$ cat config.mk
export PLATFORM = sky130hd
export DESIGN_NAME = spi_regport
export DESIGN_NICKNAME = d
export VERILOG_FILES = /design/src/rtl/spi_regport_pkg.sv /design/src/rtl/spi_sync.sv /design/src/rtl/spi_frame_ctrl.sv /design/src/rtl/spi_reg_bank.sv /design/src/rtl/spi_regport.sv
export SDC_FILE = /design/constraint.sdc
export NUM_CORES = 1
export LEC_CHECK = 0
export CAP_MARGIN = 20
export CORE_ASPECT_RATIO = 0.7
export CORE_MARGIN = 3
export CORE_UTILIZATION = 30
export CTS_CLUSTER_SIZE = 25
export DETAILED_ROUTE_END_ITERATION = 8
export DONT_BUFFER_PORTS = 1
export SLEW_MARGIN = 10
export SYNTH_ARGS = -nofsm -noshare
export SYNTH_HDL_FRONTEND = slang
export SYNTH_HIERARCHICAL = 1
export SYNTH_SLANG_ARGS = --single-unit
$ cat constraint.sdc
create_clock -name clk -period 4.3 [get_ports clk]
set_input_delay 0.43 -clock clk [delete_from_list [all_inputs] [get_ports clk]]
set_output_delay 0.43 -clock clk [all_outputs]
set_load 0.005 [all_outputs]
$ cat src/rtl/spi_regport_pkg.sv
package spi_regport_pkg;
   localparam int CMD_W        = 8;
   localparam int CMD_ADDR_W   = 5;
   localparam int CMD_ADDR_LSB = 3;
   localparam int CMD_DIR_POS  = 1;
   localparam int CMD_ACK_POS  = 0;

   typedef enum logic {
      PH_COMMAND = 1'b0,
      PH_PAYLOAD = 1'b1
   } frame_phase_e;
endpackage

$ cat src/rtl/spi_sync.sv
module spi_sync #(
   parameter int            W       = 1,
   parameter int            STAGES  = 2,
   parameter logic [W-1:0]  RST_VAL = '0
) (
   input  logic         clk,
   input  logic         rst_n,
   input  logic [W-1:0] d,
   output logic [W-1:0] q
);
   localparam int CHAIN_W = STAGES * W;

   if (STAGES < 2) begin : g_bad_stages
      $error("spi_sync needs at least two stages");
   end

   logic [CHAIN_W-1:0] chain;

   always_ff @(posedge clk or negedge rst_n) begin
      if (!rst_n) chain <= {STAGES{RST_VAL}};
      else        chain <= {chain[CHAIN_W-W-1:0], d};
   end

   assign q = chain[CHAIN_W-1 -: W];
endmodule

$ cat src/rtl/spi_frame_ctrl.sv
module spi_frame_ctrl
   import spi_regport_pkg::*;
#(
   parameter int NUM_REGS = 21
) (
   input  logic                  clk,
   input  logic                  rst_n,
   input  logic                  sck_s,
   input  logic                  csn_s,
   input  logic                  mosi_s,
   input  logic                  full_duplex,
   input  logic [CMD_W-1:0]      status_in,
   input  logic [CMD_W-1:0]      rd_data,
   output logic                  miso,
   output logic                  wr_en,
   output logic [CMD_ADDR_W-1:0] addr,
   output logic [CMD_W-1:0]      wr_data,
   output logic                  ack_set
);
   localparam int                 CNT_W = $clog2(CMD_W);
   localparam logic [CMD_ADDR_W:0] LIMIT = (CMD_ADDR_W+1)'(NUM_REGS);

   logic                  sck_d, csn_d;
   logic [CNT_W-1:0]      bit_cnt;
   logic [CMD_W-2:0]      sh_in;
   logic [CMD_W-1:0]      sh_out;
   frame_phase_e          phase;
   logic [CMD_ADDR_W-1:0] cmd_addr;
   logic                  cmd_dir;

   logic                  sck_rise, sck_fall, cs_start, last_bit, mapped;
   logic [CMD_W-1:0]      byte_in;

   assign sck_rise = sck_s & ~sck_d & ~csn_s;
   assign sck_fall = ~sck_s & sck_d & ~csn_s;
   assign cs_start = csn_d & ~csn_s;
   assign last_bit = (bit_cnt == CNT_W'(CMD_W-1));
   assign byte_in  = {sh_in, mosi_s};
   assign mapped   = ({1'b0, cmd_addr} < LIMIT);

   always_ff @(posedge clk or negedge rst_n) begin
      if (!rst_n) begin
         sck_d    <= 1'b0;
         csn_d    <= 1'b1;
         bit_cnt  <= '0;
         sh_in    <= '0;
         sh_out   <= '0;
         phase    <= PH_COMMAND;
         cmd_addr <= '0;
         cmd_dir  <= 1'b0;
         wr_en    <= 1'b0;
         wr_data  <= '0;
         ack_set  <= 1'b0;
      end else begin
         sck_d   <= sck_s;
         csn_d   <= csn_s;
         wr_en   <= 1'b0;
         ack_set <= 1'b0;
         if (csn_s) begin
            bit_cnt <= '0;
            phase   <= PH_COMMAND;
            sh_out  <= '0;
         end else begin
            if (cs_start) sh_out <= full_duplex ? status_in : '0;
            if (sck_rise) begin
               bit_cnt <= bit_cnt + 1'b1;
               sh_in   <= byte_in[CMD_W-2:0];
               if (last_bit) begin
                  if (phase == PH_COMMAND) begin
                     cmd_addr <= byte_in[CMD_W-1 -: CMD_ADDR_W];
                     cmd_dir  <= byte_in[CMD_DIR_POS];
                     ack_set  <= byte_in[CMD_ACK_POS];
                     phase    <= PH_PAYLOAD;
                  end else if (cmd_dir && mapped) begin
                     wr_en   <= 1'b1;
                     wr_data <= byte_in;
                  end
               end
            end
            if (sck_fall) begin
               if (bit_cnt == '0)
                  sh_out <= (phase == PH_PAYLOAD && !cmd_dir) ? rd_data : '0;
               else
                  sh_out <= {sh_out[CMD_W-2:0], 1'b0};
            end
         end
      end
   end

   assign miso = sh_out[CMD_W-1];
   assign addr = cmd_addr;
endmodule

$ cat src/rtl/spi_reg_bank.sv
module spi_reg_bank #(
   parameter int NUM_REGS = 21,
   parameter int DATA_W   = 8,
   parameter int ADDR_W   = 5,
   parameter int ACK_REG  = 9,
   parameter int ACK_BIT  = 0,
   parameter int GPIN_REG = 20,
   parameter int GPIN_W   = 4
) (
   input  logic              clk,
   input  logic              rst_n,
   input  logic              wr_en,
   input  logic [ADDR_W-1:0] addr,
   input  logic [DATA_W-1:0] wr_data,
   input  logic              ack_set,
   input  logic [GPIN_W-1:0] gpin_s,
   output logic [DATA_W-1:0] rd_data,
   output logic              ack_flag,
   output logic [GPIN_W-1:0] gp_field
);
   localparam int LOW_W = DATA_W - GPIN_W;

   logic [DATA_W-1:0] reg_q [NUM_REGS];

   for (genvar i = 0; i < NUM_REGS; i++) begin : g_reg
      logic hit;
      assign hit = wr_en && (addr == ADDR_W'(i));
      if (i == GPIN_REG) begin : g_gpin
         logic [LOW_W-1:0] low_q;
         always_ff @(posedge clk or negedge rst_n) begin
            if (!rst_n)   low_q <= '0;
            else if (hit) low_q <= wr_data[LOW_W-1:0];
         end
         assign reg_q[i] = {gpin_s, low_q};
      end else if (i == ACK_REG) begin : g_ack
         logic [DATA_W-1:0] q;
         always_ff @(posedge clk or negedge rst_n) begin
            if (!rst_n) q <= '0;
            else begin
               if (hit)     q          <= wr_data;
               if (ack_set) q[ACK_BIT] <= 1'b1;
            end
         end
         assign reg_q[i] = q;
      end else begin : g_plain
         logic [DATA_W-1:0] q;
         always_ff @(posedge clk or negedge rst_n) begin
            if (!rst_n)   q <= '0;
            else if (hit) q <= wr_data;
         end
         assign reg_q[i] = q;
      end
   end

   always_comb begin
      rd_data = '0;
      for (int i = 0; i < NUM_REGS; i++)
         if (addr == ADDR_W'(i)) rd_data = reg_q[i];
   end

   assign ack_flag = reg_q[ACK_REG][ACK_BIT];
   assign gp_field = reg_q[GPIN_REG][DATA_W-1 -: GPIN_W];
endmodule

$ cat src/rtl/spi_regport.sv
module spi_regport
   import spi_regport_pkg::*;
#(
   parameter int NUM_REGS    = 21,
   parameter int DATA_W      = 8,
   parameter int ADDR_W      = 5,
   parameter int ACK_REG     = 9,
   parameter int ACK_BIT     = 0,
   parameter int GPIN_REG    = 20,
   parameter int GPIN_W      = 4,
   parameter int SYNC_STAGES = 2
) (
   input  logic              clk,
   input  logic              rst_n,
   input  logic              spi_sck,
   input  logic              spi_csn,
   input  logic              spi_mosi,
   output logic              spi_miso,
   input  logic              full_duplex,
   input  logic [DATA_W-1:0] usb_status,
   input  logic [GPIN_W-1:0] gp_in,
   output logic              bank_wr,
   output logic [ADDR_W-1:0] bank_addr,
   output logic [DATA_W-1:0] bank_wdata,
   output logic [DATA_W-1:0] bank_rdata
);
   if (DATA_W != CMD_W || ADDR_W != CMD_ADDR_W) begin : g_bad_layout
      $error("command layout needs 8-bit data and a 5-bit register number");
   end
   if (NUM_REGS < 1 || NUM_REGS > (1 << ADDR_W)) begin : g_bad_depth
      $error("register count does not fit the register number field");
   end
   if (ACK_REG >= NUM_REGS || GPIN_REG >= NUM_REGS || ACK_REG == GPIN_REG) begin : g_bad_map
      $error("special registers out of range or overlapping");
   end
   if (ACK_BIT >= DATA_W || GPIN_W < 1 || GPIN_W >= DATA_W) begin : g_bad_fields
      $error("special field positions out of range");
   end

   logic              sck_s, csn_s, mosi_s;
   logic [GPIN_W-1:0] gpin_s;
   logic              ack_set, ack_flag;
   logic [GPIN_W-1:0] gp_field;

   spi_sync #(.W(3), .STAGES(SYNC_STAGES), .RST_VAL(3'b010)) u_pin_sync (
      .clk   (clk),
      .rst_n (rst_n),
      .d     ({spi_sck, spi_csn, spi_mosi}),
      .q     ({sck_s, csn_s, mosi_s})
   );

   spi_sync #(.W(GPIN_W), .STAGES(SYNC_STAGES), .RST_VAL('0)) u_gp_sync (
      .clk   (clk),
      .rst_n (rst_n),
      .d     (gp_in),
      .q     (gpin_s)
   );

   spi_frame_ctrl #(.NUM_REGS(NUM_REGS)) u_ctrl (
      .clk         (clk),
      .rst_n       (rst_n),
      .sck_s       (sck_s),
      .csn_s       (csn_s),
      .mosi_s      (mosi_s),
      .full_duplex (full_duplex),
      .status_in   (usb_status),
      .rd_data     (bank_rdata),
      .miso        (spi_miso),
      .wr_en       (bank_wr),
      .addr        (bank_addr),
      .wr_data     (bank_wdata),
      .ack_set     (ack_set)
   );

   spi_reg_bank #(
      .NUM_REGS (NUM_REGS),
      .DATA_W   (DATA_W),
      .ADDR_W   (ADDR_W),
      .ACK_REG  (ACK_REG),
      .ACK_BIT  (ACK_BIT),
      .GPIN_REG (GPIN_REG),
      .GPIN_W   (GPIN_W)
   ) u_bank (
      .clk      (clk),
      .rst_n    (rst_n),
      .wr_en    (bank_wr),
      .addr     (bank_addr),
      .wr_data  (bank_wdata),
      .ack_set  (ack_set),
      .gpin_s   (gpin_s),
      .rd_data  (bank_rdata),
      .ack_flag (ack_flag),
      .gp_field (gp_field)
   );
endmodule

-- Word-level counts from Yosys, hierarchy flattened
Cells that the tools add are included.
- $add $sub $neg: 1
- $lt $le $gt $ge: 1
- equality and inequality tests: 21
- multiplexer cells: 43
- bitwise operators: 9
- reduce and logical (&&, ||, !) cells: 34
- operators by type and width (cell ; number):
    2-to-1 mux 8 bit ; 27
    == test 5 x 4 -> 1 bit, second input constant ; 8
    == test 5 bit, second input constant ; 5
    logical AND 1 bit ; 23
    == test 5 x 3 -> 1 bit, second input constant ; 4
    2-to-1 mux 1 bit ; 14
    == test 5 x 2 -> 1 bit, second input constant ; 2
    2-to-1 mux 3 bit ; 2
    nonzero test 2 bit ; 3
    AND 1 bit ; 5
    == test 5 x 1 -> 1 bit, second input constant ; 1
    zero test 5 bit ; 1
    less-than comparator 5 bit, second input constant ; 1
    AND reduction 5 bit ; 1
    NOT 1 bit ; 4
    AND reduction 2 bit ; 2
    AND reduction 4 bit ; 1
    adder 3 x 1 -> 3 bit, second input constant ; 1
    == test 3 bit, second input constant ; 1
    zero test 3 bit ; 1
    nonzero test 3 bit ; 1
    zero test 1 bit ; 1
- register bits after elaboration: 215
- input bits: 18
- output and inout bits: 23
- word-level logic and storage cells: 144

-- Logic depth before layout (Yosys ltp)
Gate-level depths: netlist (run 1).
- word-level depth: 26
- mapped depth: 11

-- By module
The synthesis (run 1) kept the hierarchy.
- by module, submodules not included (module ; times used ; cells each ; area an instance (um^2)):
    spi_reg_bank ; 1 ; 677 ; 8436.8
    spi_frame_ctrl ; 1 ; 126 ; 1626.6
    spi_sync at u_gp_sync ; 1 ; 12 ; 230.2
    spi_sync at u_pin_sync ; 1 ; 9 ; 175.2

-- Worst setup path after synthesis (run 1)
Ideal clock, no wire load.
- kind: register to register
- start: register u_ctrl.cmd_addr[2] (netlist: u_ctrl/addr[2])
- end: register u_ctrl.sh_out[5]
- library setup time: 136 ps
- data arrival time: 2094 ps
- data required time: 4164 ps
- path slack: 2070 ps
- cell stages (with the launch flop): 8
- period minus slack after synthesis: 2230 ps
- path through: dfrtp_1 -> buf_4 -> or3b_1 -> buf_4 -> a2111oi_0 -> o221ai_1 -> a221oi_1 -> o32ai_1
- longest elaborated chain between the ends: 26
- elaborated cells between the ends (all ways): 46
- those cells by class: eq/ne (20); mux (25); reduce/logical (1)
- RTL lines (element ; line ; source):
    from (decl) ; spi_frame_ctrl.sv:28 ; logic [CMD_ADDR_W-1:0] cmd_addr;
    from (signal assigned) ; spi_frame_ctrl.sv:70 ; cmd_addr <= byte_in[CMD_W-1 -: CMD_ADDR_W];
    zero test 5 bit ; spi_reg_bank.sv:58 ; if (addr == ADDR_W'(i)) rd_data = reg_q[i];
    2-to-1 mux 8 bit (20 in series) ; spi_reg_bank.sv:58 ;
    2-to-1 mux 8 bit (*) ; spi_reg_bank.sv:58 ;
    named net bank_rdata[5] ; spi_regport.sv:25 ; output logic [DATA_W-1:0] bank_rdata
    2-to-1 mux 8 bit (*) ; spi_frame_ctrl.sv:82 ; sh_out <= (phase == PH_PAYLOAD && !cmd_dir) ? rd_data : '0;
    2-to-1 mux 8 bit (*) ; spi_frame_ctrl.sv:81 ; if (bit_cnt == '0)
    2-to-1 mux 8 bit (*) ; spi_frame_ctrl.sv:80 ; if (sck_fall) begin
    2-to-1 mux 8 bit (*) ; spi_frame_ctrl.sv:59 ; if (csn_s) begin
    to (signal assigned) ; spi_frame_ctrl.sv:64 ; if (cs_start) sh_out <= full_duplex ? status_in : '0;
    to (signal assigned) ; spi_frame_ctrl.sv:82 ;
    to (signal assigned) ; spi_frame_ctrl.sv:84 ; sh_out <= {sh_out[CMD_W-2:0], 1'b0};
    to (decl) ; spi_frame_ctrl.sv:26 ; logic [CMD_W-1:0] sh_out;
Mark *: on every way through the listed nets, which the timed path passes. The rest lies on a longest branch.
A chain may end at the register's enable or synchronous reset.

-- Final worst setup path (run 1)
- start: register u_ctrl.cmd_addr[3] (netlist: u_ctrl/addr[3])
- end: output bank_rdata[4]
- longest elaborated chain between the ends: 22
- elaborated cells between the ends (all ways): 42
- those cells by class: eq/ne (20); mux (21); reduce/logical (1)
- RTL lines (element ; line):
    zero test 5 bit ; spi_reg_bank.sv:58
    2-to-1 mux 8 bit (20 in series) ; spi_reg_bank.sv:58
    2-to-1 mux 8 bit (*) ; spi_reg_bank.sv:58
    to (decl) ; spi_regport.sv:25
Every way passes the cells marked *; elsewhere a longest branch is shown, timed or not.

==> metrics.txt, run 1 <==
largest net degree at the start of global routing=216; # Max-Cap Violations=0; max-slew violations=0; critical path data required time=3.87 ns; Fmax achieved=284 MHz; final core occ=33.8%; worst r2r dst=u_ctrl/sh_out[5]$_DFFE_PN0P_; failing checks=hold timing; routed length per instance=22.7 um; TritonRoute pass-1 iters=5; die width=229 um; RSZ-0062 raised after global routing=false; Hold Vio Cnt, Final=212; core footprint=0.0339 mm2; CTS root buf=clkbuf_16; total CTS buffers=20; antenna-violating nets left=0; peak supply drop=0.000250 V; Core Rows=56; worst relative slew slack=20.9%; HPWL Detailed=19,100 um; run status=finished with violations; clk_lat worst skew=0.53 ns; layout cell share with drive strength beyond 1=36.2%; crit path capture type=output port; Vias/cell=5.34; period utilisation layout=81.8%; worst-case hold slack=-0.384 ns; Yosys warnings=6; fillers=3,406; top-level I/O count=41; drt drc=0; CTS tree=built; Starting Density=30.8%; syn avg cell area=12.7 um2; slowest CP cell=dfrtp_1; routed wire length=28,900 um; Reg-to-Reg Start=u_ctrl/addr[0]$_DFFE_PN0P_; Placer Congestion=0.910; Arr. time, crit path=3.09 ns; syn nets=841; vias post-DR=6,782; CP max stage delay=0.80 ns; Netlist Area Pre-Place=0.0104 mm2; most frequent cells in the layout=dfrtp_1 (210), mux2_2 (203), o21ai_0 (31), a21oi_1 (29), nand2_1 (24); first-pass GRT wire length=43,500 um; CP Cell Sequence=or3b_1 > a21oi_1 > a211o_1 > a31oi_1 > a2bb2oi_1; setup tns final=0 ns; Post-CTS Setup Repair Bufs=0; Worst-Margin Slew=1.19 ns; final worst slack=0.784 ns; Area Overhead vs Synth=9.91%; CP max FO=24; Setup crit start kind=flip-flop; minimum clock period=3.52 ns; Congestion Overflow GR=0; hold buffers post-CTS=7; reg2reg setup slack=1.13 ns; final setup fails=0; Total GRT Usage=15.3%; Die Y=162 um; post-synthesis instance total=820; PortBufs=0; CTS resizes=0; CTS H-tree depth=1; Pleak=5.10 nW; Crit Path Class=reg2out; Worst Reg-to-Reg Cells=7; CTS Buffer Depth=3; P per Cell Area=340 mW/mm2; Antenna Cells=0; initial antenna violation count=0; number of global-route vias before repair=6,691; HP Class=in2async; clock skew=0.0232 ns; layout net count=817; most common cell after layout, fill and taps aside=dfrtp_1; CTS sink count=215; dpl ws=1.20 ns; Die Area=0.0371 mm2; Clock Pin Slew Worst Setup and Hold Paths=0.07 ns; 1st-iter DRT viols=935
==> worst max-delay path: cells and delay by family, from the launching register on <==
kind	cells	cell delay, ns
flops	1	0.80
simple gates	1	0.76
compound gates	4	1.00
==> routing by layer <==
metal  part of all wire [%]  vias to the layer above  GRT usage [%]
met5                      0                        -              0
met4                    1.3                        0           2.48
met3                    9.0                       27           4.05
met2                     38                      260           19.6
met1                     52                     3543           25.3
li1                       -                     2952              -
==> sequential cells by signal (all words and copies together) (netlist names) <==
signal                 cells
u_bank/g.g_ack.q           8
u_bank/g.g_gpin.low_q      4
u_bank/g.g_plain.q       152
u_ctrl/ack_set             1
u_ctrl/addr                5
u_ctrl/bit_cnt             3
u_ctrl/cmd_dir             1
u_ctrl/csn_d               1
u_ctrl/phase               1
u_ctrl/sck_d               1
u_ctrl/sh_in               7
u_ctrl/sh_out              8
u_ctrl/wr_data             8
u_ctrl/wr_en               1
u_gp_sync/chain            8
u_pin_sync/chain           6
==> worst max-delay path by stage <==
stage                                from                      endpoint  slack (ns)  depth (start not counted)
2_1_floorplan  u_ctrl/addr[2]$_DFFE_PN0P_  u_ctrl/sh_out[5]$_DFFE_PN0P_        2.07                          7
3_3_place_gp   u_ctrl/addr[0]$_DFFE_PN0P_  u_ctrl/sh_out[5]$_DFFE_PN0P_        1.24                          7
3_5_place_dp   u_ctrl/addr[0]$_DFFE_PN0P_  u_ctrl/sh_out[5]$_DFFE_PN0P_        1.20                          7
4_1_cts        u_ctrl/addr[3]$_DFFE_PN0P_                 bank_rdata[4]        0.82                          5
5_1_grt        u_ctrl/addr[0]$_DFFE_PN0P_                 bank_rdata[5]        0.64                          4
6_report       u_ctrl/addr[3]$_DFFE_PN0P_                 bank_rdata[4]        0.78                          5
==> layout make-up <==
class / instances / area [um2] / area share (%)
Clock buffer: 26 / 543 / 4.73
Tap cell: 464 / 581 / 5.06
Clock inverter: 6 / 68.8 / 0.600
Sequential cell: 215 / 5390 / 47.0
Multi-Input combinational cell: 523 / 4620 / 40.3
Inverter: 16 / 60.1 / 0.523
Timing Repair Buffer: 20 / 208 / 1.81
==> report_power, final <==
group          switching [mW]  internal (mW)  total, mW
Clock                   0.782          0.951       1.73
Sequential             0.0412           2.06       2.10
Combinational          0.0233         0.0374     0.0607
==> metrics by stage <==
stage               instance area, um2  power (mW)  cells
global placement                 10700        2.20   1229
finish                           11500        3.90   1270
detailed placement               10700        2.20   1229
CTS                              11400        3.94   1268
floorplan                        10400        2.18    820
global route                     11500        4.03   1270
Note: power is estimated with default switching activity, not from simulation.
==> run 2: changes to the inputs <==
==> constraint.sdc (replaced) <==
create_clock -name clk -period 3.4 [get_ports clk]
set_input_delay 0.34 -clock clk [delete_from_list [all_inputs] [get_ports clk]]
set_output_delay 0.34 -clock clk [all_outputs]
set_load 0.005 [all_outputs]
==> run 2 against run 1 <==
The flow still finishes with violations (hold timing). Register-to-register slack worse by 0.61 ns. Hold slack got worse by 0.081 ns. Combinational power is 29% higher. Setup slack worse by 0.74 ns.
==> metrics.txt, run 2 (same netlist as run 1, synthesis figures left out) <==
Antenna Cells=0 (unchanged); PortBufs=0 (unchanged); final core occ=34.8% (+1.0 points); Die Y=162 um (unchanged); die width=229 um (unchanged); Critical Path Most Common Cell=buf_4; Area Overhead vs Synth=13.1%; Congestion Overflow GR=0 (unchanged); crit path capture type=output port; CTS sink count=215 (unchanged); CTS root buf=clkbuf_16; P per Cell Area=441 mW/mm2 (+30%); period utilisation layout=98.6%; max-slew violations=0 (unchanged); Core Rows=56 (unchanged); total net switching power=1.10 mW (+30%); antenna-violating nets left=0 (unchanged); TritonRoute pass-1 iters=5 (unchanged); layout net count=841 (+2.9%); most common cell after layout, fill and taps aside=dfrtp_1; setup tns final=0 ns (unchanged); met3 WL=3190 um (+23%); Worst-Margin Slew=1.10 ns (-0.0864 ns); Starting Density=30.8% (unchanged); switch share=21.2% (-0.54 points); CP max stage delay=0.58 ns (-0.22 ns); clk_lat worst skew=0.52 ns (about the same); post-layout instance area=0.0118 mm2 (+2.9%); sequential share of power=51.1% (-2.9 points); Clock Pin Slew Worst Setup and Hold Paths=0.07 ns (about the same); Fmax achieved=298 MHz; first-pass GRT wire length=44,400 um (+2.1%); Comb pwr share=1.5% (about the same); Pwr Total=5.21 mW (+34%); core footprint=0.0339 mm2 (unchanged); most frequent cells in the layout=dfrtp_1 (209), mux2_2 (203), buf_4 (32), o21ai_0 (31), a21oi_1 (29); reg2reg setup slack=0.52 ns (-0.61 ns); Vias/cell=5.35 (+0.11%); register name with the most flops=u_bank/g.g_plain.q; Setup crit start kind=flip-flop; Power Internal=4.10 mW (+34%); Metal-1 WL=14,600 um (-2.4%); vias post-DR=6,939 (+2.3%); HP Class=in2async; power share of the clock group=47.4% (+2.9 points); Placer Congestion=0.958 (+5.3%); worst relative slew slack=26.7% (+5.8 points); number of global-route vias before repair=6,831 (+2.1%); Hold Vio Cnt, Final=215 (+1.4%); routed wire length=29,400 um (+2.0%); HPWL Detailed=19,500 um (+2.1%); Placed Area=0.0109 mm2 (+1.5%); CTS H-tree depth=1 (unchanged); initial antenna violation count=0 (unchanged); minimum clock period=3.35 ns; failing checks=hold timing; Met2 Wirelength=11,300 um (+3.4%); slowest CP cell=dfrtp_1; Crit Path Class=reg2out; peak supply drop=0.000406 V (+62%); Arr. time, crit path=3.01 ns (-0.08 ns); routed length per instance=22.7 um (-0.24%); clock skew=0.0217 ns (-0.00158 ns); CTS tree=built; CTS Buffer Depth=3 (unchanged); CP Cell Sequence=buf_4 > or3b_1 > a211oi_1 > o21ai_0 > a31oi_1 > a2bb2oi_1 > buf_4; critical path data required time=3.06 ns (-0.81 ns); hold buffers post-CTS=7 (unchanged); top sig layer=met4; largest net degree at the start of global routing=216 (unchanged); max reg flops=152 (unchanged); final setup fails=0 (unchanged); # Max-Cap Violations=0 (unchanged); run status=finished with violations; drt drc=0 (unchanged); worst-case hold slack=-0.465 ns (-0.0809 ns); Die Area=0.0371 mm2 (unchanged); RSZ-0062 raised after global routing=false; total CTS buffers=20 (unchanged); CP max FO=15 (-38%); 1st-iter DRT viols=848 (-9.3%); layout cell share with drive strength beyond 1=38.8% (+2.6 points); top-level I/O count=41 (unchanged); Total GRT Usage=15.5% (+0.21 points); Pleak=5.29 nW (+3.7%)
[run 2: layout make-up]
| cell class | count | area (um2) |
|---|---|---|
| inverter | 16 | 60.1 |
| fill | 3330 | 22100 |
| clock buffer | 28 | 592 |
| tap | 464 | 581 |
| clock inverter | 8 | 119 |
| timing repair buffer | 44 | 428 |
| multi-input combinational | 523 | 4640 |
| sequential | 215 | 5390 |
[run 2: power groups by stage]
stage / Sequential [mW] / Clock (mW) / Combinational (mW)
after floorplan: 2.68 / 0 / 0.0706
after global placement: 2.71 / 0 / 0.0683
after detailed placement: 2.71 / 0 / 0.0714
after CTS: 2.66 / 2.51 / 0.0780
after global routing: 2.67 / 2.62 / 0.0857
final: 2.66 / 2.47 / 0.0784
[run 2: metrics by stage]
| stage | instances | hold WS, ns | setup slack [ns] |
|---|---|---|---|
| finish | 1298 | -0.465 | 0.0475 |
| global route | 1298 | -0.499 | 0.0195 |
| CTS | 1293 | -0.493 | 0.0417 |
| detailed placement | 1250 | 0.0514 | 0.465 |
| global placement | 1250 | 0.0528 | 0.413 |
| floorplan | 820 | 0.0444 | 1.17 |
[run 2: routing by layer]
metal / track usage (%) / vias up
li1: - / 3014
met1: 25.0 / 3594
met2: 19.6 / 300
met3: 5.72 / 31
met4: 2.08 / 0
met5: 0 / -
[run 2: path summary, 6_finish.rpt]
path | from | end | cells past startpoint
max | u_ctrl/addr[3]$_DFFE_PN0P_ | bank_rdata[4] | 7
min | rst_n | u_bank/g_reg[15].g_plain.q[3]$_DFFE_PN0P_ | 0
max reg2reg | u_ctrl/addr[3]$_DFFE_PN0P_ | u_ctrl/sh_out[4]$_DFFE_PN0P_ | 8
min reg2reg | u_pin_sync/chain[0]$_DFF_PN0_ | u_pin_sync/chain[3]$_DFF_PN0_ | 0
max in group asynchronous | rst_n | u_ctrl/addr[0]$_DFFE_PN0P_ | 0
min in group clk | usb_status[3] | u_ctrl/sh_out[3]$_DFFE_PN0P_ | 2
[run 2: worst max-delay path, delay by kind of cell (launching register included)]
| kind | cells | cell delay (ns) |
|---|---|---|
| buffers and inverters | 2 | 0.46 |
| AO/OA/AOI/OAI | 4 | 1.09 |
| AND/OR/NAND/NOR | 1 | 0.36 |
| flip-flops | 1 | 0.58 |
[run 2: timing repair]
action                     4_1_cts  5_1_grt
gates resized for setup          0        5
hold endpoints to repair       222      215
setup endpoints to repair        0        5
buffers inserted                 0        1
==> run 3: changes to the inputs <==
--- a/config.mk
+++ b/config.mk
@@ -15,5 +15,4 @@
 export SLEW_MARGIN = 10
 export SYNTH_ARGS = -nofsm -noshare
 export SYNTH_HDL_FRONTEND = slang
-export SYNTH_HIERARCHICAL = 1
 export SYNTH_SLANG_ARGS = --single-unit
==> run 3 against run 2 <==
The run still ends with hold timing left. Fmax down 0.17%. Synthesized area down 0.66%. Highest routed layer is now met5. Routed wire length up 8.1%. Via count up 7.4%. Design area down 0.74%. Critical path type unchanged. Count of clock-buffer cells in the layout up 2. Non-clock buffer count up 1. Die area down 0.64%. Combinational power up 7.7%.
==> metrics.txt, run 3 <==
period utilisation layout=98.8% (+0.17 points); final core occ=34.7% (-0.11 points); syn nets=888 (+5.6%); clk_lat worst skew=0.51 ns (about the same); total net switching power=1.09 mW (-1.1%); routed length per instance=23.5 um (+3.7%); PortBufs=0 (unchanged); post-layout instance area=0.0117 mm2 (-0.74%); Reg-to-Reg Start=u_ctrl.addr[0]$_DFFE_PN0P_; Placer Congestion=0.961 (+0.30%); clock skew=0.00793 ns (-0.0137 ns); first-pass GRT wire length=48,100 um (+8.2%); core footprint=0.0338 mm2 (-0.41%); HPWL Detailed=21,600 um (+10%); run status=finished with violations; Arr. time, crit path=3.02 ns (about the same); HP Class=in2async; CTS tree=built; RSZ-0062 raised after global routing=false; drt drc=0 (unchanged); Total GRT Usage=17.0% (+1.5 points); total CTS buffers=21 (+5.0%); Die Area=0.0369 mm2 (-0.64%); FF+latch count, synth=215; Pleak=5.25 nW (-0.63%); CTS Buffer Depth=3 (unchanged); Yosys top cell by area=dfrtp_1; initial antenna violation count=1 (+1); Power Internal=4.02 mW (-2.1%); worst-case hold slack=-0.457 ns (+0.00824 ns); post-synthesis instance total=867 (+5.7%); Placed Area=0.0109 mm2 (+0.47%); peak supply drop=0.000258 V (-36%); TritonRoute pass-1 iters=5 (unchanged); Fmax achieved=298 MHz (-0.17%); switch share=21.3% (+0.18 points); max reg flops=152 (unchanged); die width=228 um (-0.32%); Comb pwr share=1.7% (+0.2 points); Netlist Area Pre-Place=0.0104 mm2 (-0.66%); top-level I/O count=41 (unchanged); Worst-Margin Slew=1.16 ns (+0.0641 ns); layout net count=896 (+6.5%); most common cell after layout, fill and taps aside=dfrtp_1; critical path data required time=3.06 ns (about the same); final setup fails=0 (unchanged); syn avg cell area=12.0 um2 (-6.0%); Commonest cells post-synth=dfrtp_1 (212), mux2_2 (187), a21oi_1 (52); Post-synth EDFFs=0; CTS sink count=215 (unchanged); Yosys warnings=0 (-6); antenna-violating nets left=0 (unchanged); number of global-route vias before repair=7,404 (+8.4%); Seq/Total Area, Yosys=51.9%; worst relative slew slack=22.4% (-4.3 points); 1st-iter DRT viols=780 (-8.0%); most frequent cells in the layout=dfrtp_1 (208), mux2_2 (187), a21oi_1 (52), nand2_1 (40), buf_4 (37); final worst slack=0.0419 ns (-0.00566 ns); Unique masters post-synth=80; Pwr Total=5.11 mW (-1.9%); Vias/cell=5.51 (+3.0%); Setup crit start kind=flip-flop; setup tns final=0 ns (unchanged); register name with the most flops=u_bank.g.g_plain.q; area share of the largest cell type after synthesis=51.2%; Area Overhead vs Synth=13.1% (about the same); CP max FO=20 (+5); most numerous cell in the Yosys netlist=dfrtp_1; Die Y=162 um (-0.32%); max-slew violations=0 (unchanged); fraction of registers with async set/reset=100%; Clock Pin Slew Worst Setup and Hold Paths=0.06 ns (about the same); sequential share of power=52.0% (+0.9 points); power share of the clock group=46.3% (-1.1 points); Antenna Cells=0 (unchanged); Core Rows=56 (unchanged); Worst Setup SP=u_ctrl.addr[0]$_DFFE_PN0P_; largest net degree at the start of global routing=216 (unchanged); routed wire length=31,800 um (+8.1%); Congestion Overflow GR=0 (unchanged); # Max-Cap Violations=0 (unchanged); crit path capture type=output port; minimum clock period=3.36 ns (+0.00566 ns); ys flop type=dfrtp_1; Starting Density=30.7% (-0.076 points); dpl ws=0.525 ns (+0.0606 ns); P per Cell Area=436 mW/mm2 (-1.2%); vias post-DR=7,450 (+7.4%); Synth area leaders=dfrtp_1 (51%), mux2_2 (20%), a21oi_1 (2.5%); layout cell share with drive strength beyond 1=34.2% (-4.7 points); Crit Path Class=reg2out; CTS H-tree depth=1 (unchanged); CTS root buf=clkbuf_16; failing checks=hold timing; hold buffers post-CTS=7 (unchanged); Hold Vio Cnt, Final=213 (-0.93%)
[run 3: what timing repair did]
action,4_1_cts,5_1_grt
endpoints found under the setup margin,1,6
buffers inserted,0,0
pin swaps,0,0
endpoints found under the hold margin,222,215
resized for setup,1,7
[run 3: cell type report]
cell class	instances	area (um2)
clock buffers	30	589
clock inverters	7	90.1
fillers	3389	22000
inverters	12	45.0
multi-input cells	580	4650
flip-flops and latches	215	5390
well taps	464	581
repair buffers	45	375
[run 3: worst paths after layout]
path                       depth (start not counted)  slack (ns)                                        end
min in group clk                                   2        0.06               u_ctrl.sh_out[0]$_DFFE_PN0P_
setup reg to reg                                   7        0.59               u_ctrl.sh_out[7]$_DFFE_PN0P_
hold reg to reg                                    0        0.35              u_pin_sync.chain[3]$_DFF_PN0_
max in group asynchronous                          0        3.28                 u_ctrl.addr[4]$_DFFE_PN0P_
setup / recovery                                   6        0.04                              bank_rdata[7]
hold / removal                                     0       -0.46  u_bank.g_reg[18].g_plain.q[6]$_DFFE_PN0P_
[run 3: kinds of logic after synthesis]
logic type	share of synthesized area, %
AOI/OAI and AO/OA	11.4
xor gates and xnor gates	0.0845
adders and majority gates	0.362
buffers and inverters	3.45
DFF	51.9
muxes	22.1
and+or+nand+nor	10.7
[run 3: stage by stage]
step | hold WS (ns) | std cells
2_1_floorplan | 0.0444 | 867
3_3_place_gp | 0.0634 | 1308
3_5_place_dp | 0.0646 | 1309
4_1_cts | -0.479 | 1353
5_1_grt | -0.482 | 1353
6_report | -0.457 | 1353
[run 3: per-layer routing]
| layer | global-route usage (%) | vias up | wire length [um] | share of wire [%] |
|---|---|---|---|---|
| met4 | 2.72 | 2 | 590 | 1.9 |
| met1 | 25.6 | 3871 | 15200 | 48 |
| li1 | - | 3188 | - | - |
| met3 | 6.05 | 49 | 3210 | 10 |
| met2 | 23.5 | 340 | 12800 | 40 |
| met5 | 0 | - | 12 | 0.038 |
[run 3: power groups by stage]
stage / Sequential (mW) / Combinational (mW) / Clock, mW
6_report: 2.66 / 0.0844 / 2.37
5_1_grt: 2.66 / 0.0919 / 2.54
4_1_cts: 2.66 / 0.0845 / 2.42
3_5_place_dp: 2.70 / 0.0764 / 0
3_3_place_gp: 2.70 / 0.0744 / 0
2_1_floorplan: 2.68 / 0.0670 / 0
[run 3: critical path: stages (launching register included)]
cell and delay [ns]:
dfrtp_2 0.57, buf_4 0.37, mux2_2 0.40, o21ai_0 0.28
nand2_1 0.09, o22ai_1 0.48, o22ai_1 0.30
